## config.mk

```make
export PLATFORM = sky130hd
export DESIGN_NAME = cache_periph_sleep_ctl
export DESIGN_NICKNAME = d
export VERILOG_FILES = /design/src/rtl/cache_periph_sleep_ctl.sv
export SDC_FILE = /design/constraint.sdc
export NUM_CORES = 1
export LEC_CHECK = 0
export ABC_AREA = 1
export BUFFER_PORTS_ARGS = -buffer_cell sky130_fd_sc_hd__clkbuf_2
export CELL_PAD_IN_SITES_DETAIL_PLACEMENT = 1
export CELL_PAD_IN_SITES_GLOBAL_PLACEMENT = 2
export CORE_UTILIZATION = 28
export DETAILED_ROUTE_END_ITERATION = 8
export PLACE_DENSITY = 0.75
export SETUP_SLACK_MARGIN = 0.15
export SYNTH_ARGS = -nofsm -noshare
export SYNTH_HDL_FRONTEND = slang
export SYNTH_SLANG_ARGS = --single-unit
```

## constraint.sdc

```tcl
create_clock -name clk -period 1.3 [get_ports clk]
set_input_delay 0.065 -clock clk [delete_from_list [all_inputs] [get_ports clk]]
set_output_delay 0.065 -clock clk [all_outputs]
set_load 0.02 [all_outputs]
```

## src/rtl/cache_periph_sleep_ctl.sv

```systemverilog
module cache_periph_sleep_ctl #(
  parameter int WIN_W   = 11,
  parameter int IDLE_K  = 10,
  parameter int MEM_LAT = 300,
  parameter int EARLY_M = 20
) (
  input  logic             clk,
  input  logic             rst_n,
  input  logic             mode_sel,
  input  logic             access,
  input  logic             miss_issue,
  input  logic             miss_return,
  input  logic             core_issue,
  input  logic             core_exec,
  input  logic [WIN_W-1:0] window_len,
  output logic             sleep,
  output logic             wake_stall
);
  localparam int IW = $clog2(IDLE_K + 1);
  localparam int LW = $clog2(MEM_LAT + 1);

  logic             mode_q;
  logic [WIN_W-1:0] win_cnt;
  logic             miss_busy;
  logic [LW-1:0]    lat_cnt;
  logic [IW-1:0]    idle_cnt;

  wire win_open   = win_cnt != '0;
  wire core_quiet = !core_issue && !core_exec;
  wire idle_ready = miss_busy && (idle_cnt == IW'(IDLE_K)) && (lat_cnt > LW'(EARLY_M));
  wire acc_asleep = !mode_q && !win_open;
  wire idl_asleep = mode_q && idle_ready;
  wire asleep     = acc_asleep || idl_asleep;
  wire hold_mode  = win_open || idl_asleep || (access && !mode_q);

  assign wake_stall = access && asleep;
  assign sleep      = asleep && !access;

  always_ff @(posedge clk) begin
    if (!rst_n)          mode_q <= 1'b0;
    else if (!hold_mode) mode_q <= mode_sel;
  end

  always_ff @(posedge clk) begin
    if (!rst_n)                 win_cnt <= '0;
    else if (access && !mode_q) win_cnt <= window_len;
    else if (win_open)          win_cnt <= win_cnt - 1'b1;
  end

  always_ff @(posedge clk) begin
    if (!rst_n) begin
      miss_busy <= 1'b0;
      lat_cnt   <= '0;
    end else if (miss_issue) begin
      miss_busy <= 1'b1;
      lat_cnt   <= LW'(MEM_LAT - 1);
    end else begin
      if (miss_return)    miss_busy <= 1'b0;
      if (lat_cnt != '0)  lat_cnt   <= lat_cnt - 1'b1;
    end
  end

  always_ff @(posedge clk) begin
    if (!rst_n || !miss_busy || !core_quiet) idle_cnt <= '0;
    else if (idle_cnt != IW'(IDLE_K))        idle_cnt <= idle_cnt + 1'b1;
  end


  window_opens_chk: assert property (@(posedge clk) disable iff (!rst_n)
    (access && !mode_q && window_len != '0) |=> !sleep);


  no_stall_in_window_chk: assert property (@(posedge clk) disable iff (!rst_n)
    (access && !mode_q && win_open) |-> !wake_stall);


  stall_wakes_chk: assert property (@(posedge clk) disable iff (!rst_n)
    wake_stall |-> (access && !sleep));


  idle_sleep_needs_miss_chk: assert property (@(posedge clk) disable iff (!rst_n)
    (mode_q && sleep) |-> miss_busy);


  idle_count_bound_chk: assert property (@(posedge clk) disable iff (!rst_n)
    idle_cnt <= IW'(IDLE_K));


  early_wake_chk: assert property (@(posedge clk) disable iff (!rst_n)
    (mode_q && sleep) |-> (lat_cnt > LW'(EARLY_M)));


  mode_switch_gate_chk: assert property (@(posedge clk) disable iff (!rst_n)
    !$stable(mode_q) |-> $past(!hold_mode));
endmodule

```

==> run_summary.xml <==
<?xml version="1.0" encoding="UTF-8"?>
<metrics>
  <group name="place">
    <metric name="pre_cts_slack" unit="ns">-0.0613</metric>
    <metric name="finalWeightedCongestion" unit="">0.787</metric>
    <metric name="port_buffers" unit="">20</metric>
    <metric name="dp_hpwl" unit="mm">3.29</metric>
  </group>
  <group name="drt">
    <metric name="drt.antenna.violating_nets" unit="">0</metric>
    <metric name="wire_per_inst" unit="um">13.1</metric>
    <metric name="drc_errors" unit="">0</metric>
    <metric name="drt-total-wl" unit="mm">4.72</metric>
    <metric name="length_of_the_first_detailed_routing_pass_in_iterations" unit="">4</metric>
    <metric name="drtIter0Drc" unit="">17</metric>
    <metric name="vias_per_cell" unit="">4.62</metric>
    <metric name="vias" unit="">1660</metric>
  </group>
  <group name="pwr">
    <metric name="power_frac_clock" unit="">0.203</metric>
    <metric name="power_frac_seq" unit="">0.390</metric>
    <metric name="power_frac_comb" unit="">0.408</metric>
    <metric name="power" unit="mW">2.41</metric>
    <metric name="p_leak" unit="nW">1.10</metric>
    <metric name="p_int" unit="mW">1.55</metric>
    <metric name="p_sw_frac" unit="">0.359</metric>
    <metric name="power_density" unit="mW/mm2">975</metric>
    <metric name="switchingPower" unit="uW">866</metric>
    <metric name="vdd_ir_drop_max" unit="V">0.000421</metric>
  </group>
  <group name="critical_path">
    <metric name="crit_path_end_kind" unit="">primary output</metric>
    <metric name="cpPeakStageDelay" unit="ns">0.34</metric>
    <metric name="critical_path.max_fanout" unit="">2</metric>
    <metric name="reg2reg_from" unit="">idle_cnt[0]</metric>
    <metric name="rr_endpoint" unit="">mode_q</metric>
    <metric name="worst_r2r_path_depth" unit="">11</metric>
    <metric name="arrival" unit="ns">1.54</metric>
    <metric name="worst_setup_path_start_kind" unit="">flip-flop</metric>
    <metric name="worst-endpoint-required" unit="ns">1.24</metric>
    <metric name="worst_path_dominant_cell_family" unit="">simple AND/OR/NAND/NOR gates</metric>
    <metric name="critical_path_class" unit="">reg -&gt; out</metric>
    <metric name="cpMostUsedCell" unit="">inv_2</metric>
    <metric name="ff2ff_setup_slack" unit="ns">-0.28</metric>
    <metric name="slowest_stage" unit="">dfxtp_2</metric>
    <metric name="critical_path.n_buffers_inverters" unit="">3</metric>
    <metric name="cp_cell_sequence" unit="">inv_2 &gt; ha_4 &gt; nand3b_1 &gt; nor2_2 &gt; nand3_2 &gt; o21ai_2 &gt; inv_2 &gt; nor2_4 &gt; buf_8</metric>
  </group>
  <group name="global_route">
    <metric name="grt_max_degree" unit="">18</metric>
    <metric name="wire_length_of_the_first_global_routing_pass" unit="mm">7.71</metric>
    <metric name="global_route.usage.total" unit="">0.164</metric>
    <metric name="number_of_antenna_violations_at_the_first_check_in_global_routing" unit="">0</metric>
    <metric name="grt_overflow" unit="">0</metric>
    <metric name="grt_pass1_vias" unit="">1681</metric>
  </group>
  <group name="yosys">
    <metric name="muxShareOfSynthArea" unit="">0.00638</metric>
    <metric name="synth_edf_count" unit="">0</metric>
    <metric name="synthMostInstantiatedCell" unit="">nand2_1</metric>
    <metric name="post_synthesis_net_count" unit="">249</metric>
    <metric name="synth_cells" unit="">224</metric>
    <metric name="yosysWarningCount" unit="">0</metric>
    <metric name="synth_xor_area_frac" unit="">0.0502</metric>
    <metric name="netlist_top_cells_count" unit="">nand2_1, nor2_1, inv_1</metric>
    <metric name="synth.largest_area_cell" unit="">dfxtp_1</metric>
    <metric name="synth_compound_area_frac" unit="">0.124</metric>
    <metric name="synth_fa_ha_area_frac" unit="">0.0478</metric>
    <metric name="synth-simple-area-share" unit="">0.341</metric>
    <metric name="synthesis.area_per_instance" unit="um2">7.00</metric>
    <metric name="cell_area_after_synthesis" unit="mm2">0.00157</metric>
    <metric name="total_of_flip_flops_plus_latches_after_synthesis" unit="">26</metric>
    <metric name="synth_top_area_share" unit="">0.332</metric>
    <metric name="synth_cell_type_count" unit="">30</metric>
    <metric name="ys_top_cells_by_area" unit="">dfxtp_1, nand2_1, nor2_1</metric>
    <metric name="synth_top_family_by_area" unit="">simple AND/OR/NAND/NOR gates</metric>
    <metric name="synth_flop_cell" unit="">dfxtp_1</metric>
    <metric name="synth-async-reset-ratio" unit="">0</metric>
    <metric name="synth.yosys.seq_area_share" unit="">0.332</metric>
  </group>
  <group name="worst_hold_path">
    <metric name="min_path_type" unit="">in -&gt; reg</metric>
    <metric name="whs_path_depth" unit="">4</metric>
    <metric name="hold_end" unit="">miss_busy</metric>
    <metric name="min-delay-start" unit="">miss_return</metric>
  </group>
  <group name="clocking">
    <metric name="clk_transition_reported_paths" unit="ns">0.10</metric>
    <metric name="clock_latency" unit="ns">0.27</metric>
    <metric name="cts_buffer_depth" unit="">2</metric>
    <metric name="cts_made_buffers" unit="">3</metric>
    <metric name="maximum_level_of_the_cts_h_tree" unit="">1</metric>
    <metric name="hold_buffers" unit="">0</metric>
    <metric name="cts.sinks" unit="">26</metric>
    <metric name="cts_tree" unit="">done</metric>
    <metric name="root_buffer" unit="">clkbuf_8</metric>
  </group>
  <group name="die">
    <metric name="fp.dieH" unit="um">76.9</metric>
    <metric name="initial_core_util" unit="">0.300</metric>
    <metric name="die-width" unit="um">76.9</metric>
    <metric name="boundaryPins" unit="">21</metric>
    <metric name="core_area" unit="mm2">0.00524</metric>
    <metric name="die_area" unit="mm2">0.00591</metric>
    <metric name="rows" unit="">26</metric>
  </group>
  <group name="sta">
    <metric name="tightestPinTransition" unit="ns">0.331</metric>
    <metric name="final_hold_violation_count" unit="">0</metric>
    <metric name="final_min_period_over_clock_period" unit="">1.24</metric>
    <metric name="grt_setup_unrepaired" unit="">yes</metric>
    <metric name="setup-violations-final" unit="">4</metric>
    <metric name="fin_skew" unit="ns">0.00192</metric>
    <metric name="max_clock_freq" unit="GHz">0.621</metric>
    <metric name="maxSlewHeadroom" unit="">0.779</metric>
    <metric name="setup_ws" unit="ns">-0.310</metric>
    <metric name="period_minus_slack" unit="ns">1.61</metric>
    <metric name="maxSlewViolCount" unit="">0</metric>
  </group>
  <group name="run">
    <metric name="cap_violations" unit="">0</metric>
  </group>
  <group name="cells_and_area">
    <metric name="area.growth.synth_to_final" unit="%">57.8</metric>
    <metric name="number_of_antenna_cells_inserted" unit="">0</metric>
    <metric name="design.final.nets" unit="">316</metric>
    <metric name="n_fill_cell" unit="">646</metric>
    <metric name="post_route_cells_drive_above_1_share" unit="">0.516</metric>
  </group>
  <group name="status">
    <metric name="status" unit="">finished, violations left</metric>
    <metric name="violations_in_the_final_reports" unit="">negative setup slack</metric>
  </group>
</metrics>
[registers in the layout (all words and copies together), names as in the netlist]
name / flops
mode_q: 1
miss_busy: 1
win_cnt: 11
lat_cnt: 9
idle_cnt: 4
[layer usage]
metal  GRT usage  share of wire
met4      0.0519          0.011
met2       0.295           0.51
met3      0.0179          0.018
met1       0.203           0.46
met5           0              0
[power by group through the flow]
| stage | registers, mW | clock network (mW) | logic (mW) |
|---|---|---|---|
| finish | 0.940 | 0.489 | 0.984 |
| global route | 0.950 | 0.524 | 1.09 |
| CTS | 0.937 | 0.504 | 0.879 |
| detailed placement | 0.947 | 0 | 0.749 |
| global placement | 0.947 | 0 | 0.742 |
| floorplan | 0.942 | 0 | 0.485 |
[final cells by class]
class                      instances  area [um2]  area share
inverter                          34         138      0.0556
tap                               70        87.6      0.0354
timing repair buffer              65         518       0.209
multi-input combinational        161        1150       0.466
clock buffer                       3        41.3      0.0167
sequential                        26         538       0.217
[tightest hold or removal path: cells and delay by family]
kind                   cells  cell delay (ns)
AOI/OAI and AO/OA          1             0.05
buffers and inverters      2             0.11
and+or+nand+nor            1             0.05
[placed cells by master (no fill, tap or decap), types with 3 or more instances in the layout]
cell / netlist / final
clkbuf_2: 0 / 18
nand3_4: 1 / 3
dfxtp_2: 0 / 11
o21ai_0: 17 / 5
buf_6: 1 / 16
xor2_1: 6 / 6
dfxtp_1: 26 / 14
nand3_1: 18 / 9
o21ai_1: 3 / 9
o211ai_1: 3 / 3
a21oi_1: 10 / 10
nand2_2: 2 / 8
ha_4: 0 / 5
o21ai_2: 0 / 6
inv_1: 28 / 20
buf_4: 0 / 29
clkbuf_8: 0 / 3
nor2_1: 32 / 21
nor2_4: 5 / 12
nor2_2: 1 / 5
nand2_1: 35 / 28
nand3_2: 0 / 7
nor3_1: 8 / 6
inv_2: 5 / 11
[through the flow]
| step | instances | util | area [um2] | hold slack [ns] | setup TNS (ns) |
|---|---|---|---|---|---|
| 6_report | 359 | 0.473 | 2480 | 0.0319 | -0.917 |
| 5_1_grt | 359 | 0.473 | 2480 | 0.0820 | -1.99 |
| 4_1_cts | 350 | 0.440 | 2300 | 0.0271 | -0.917 |
| 3_5_place_dp | 338 | 0.385 | 2020 | 0.327 | -0.110 |
| 3_3_place_gp | 338 | 0.385 | 2020 | 0.323 | -0.115 |
| 2_1_floorplan | 224 | - | 1650 | 0.158 | 0 |
[worst max path at each step]
stage | startpoint | end | slack (ns) | cells after the start
after floorplan | idle_cnt[0] | sleep | 0.06 | 8
after global placement | idle_cnt[0] | sleep | -0.07 | 9
after detailed placement | idle_cnt[0] | sleep | -0.06 | 9
after CTS | idle_cnt[0] | wake_stall | -0.31 | 9
after global routing | idle_cnt[0] | sleep | -0.44 | 9
final | idle_cnt[0] | sleep | -0.31 | 9
[cells by family after synthesis]
| logic type | count (synthesis) |
|---|---|
| DFF | 26 |
| muxes | 1 |
| buffers and inverters | 37 |
| adders and majority gates | 6 |
| and+or+nand+nor | 109 |
| xor gates and xnor gates | 9 |
| AOI/OAI and AO/OA | 36 |
[what timing repair did]
action	in CTS	in global routing
pin swaps	23	26
resized for setup	57	31
setup endpoints to repair	21	25
setup buffers	9	9
No activity file was read; power rests on OpenSTA's default activity.
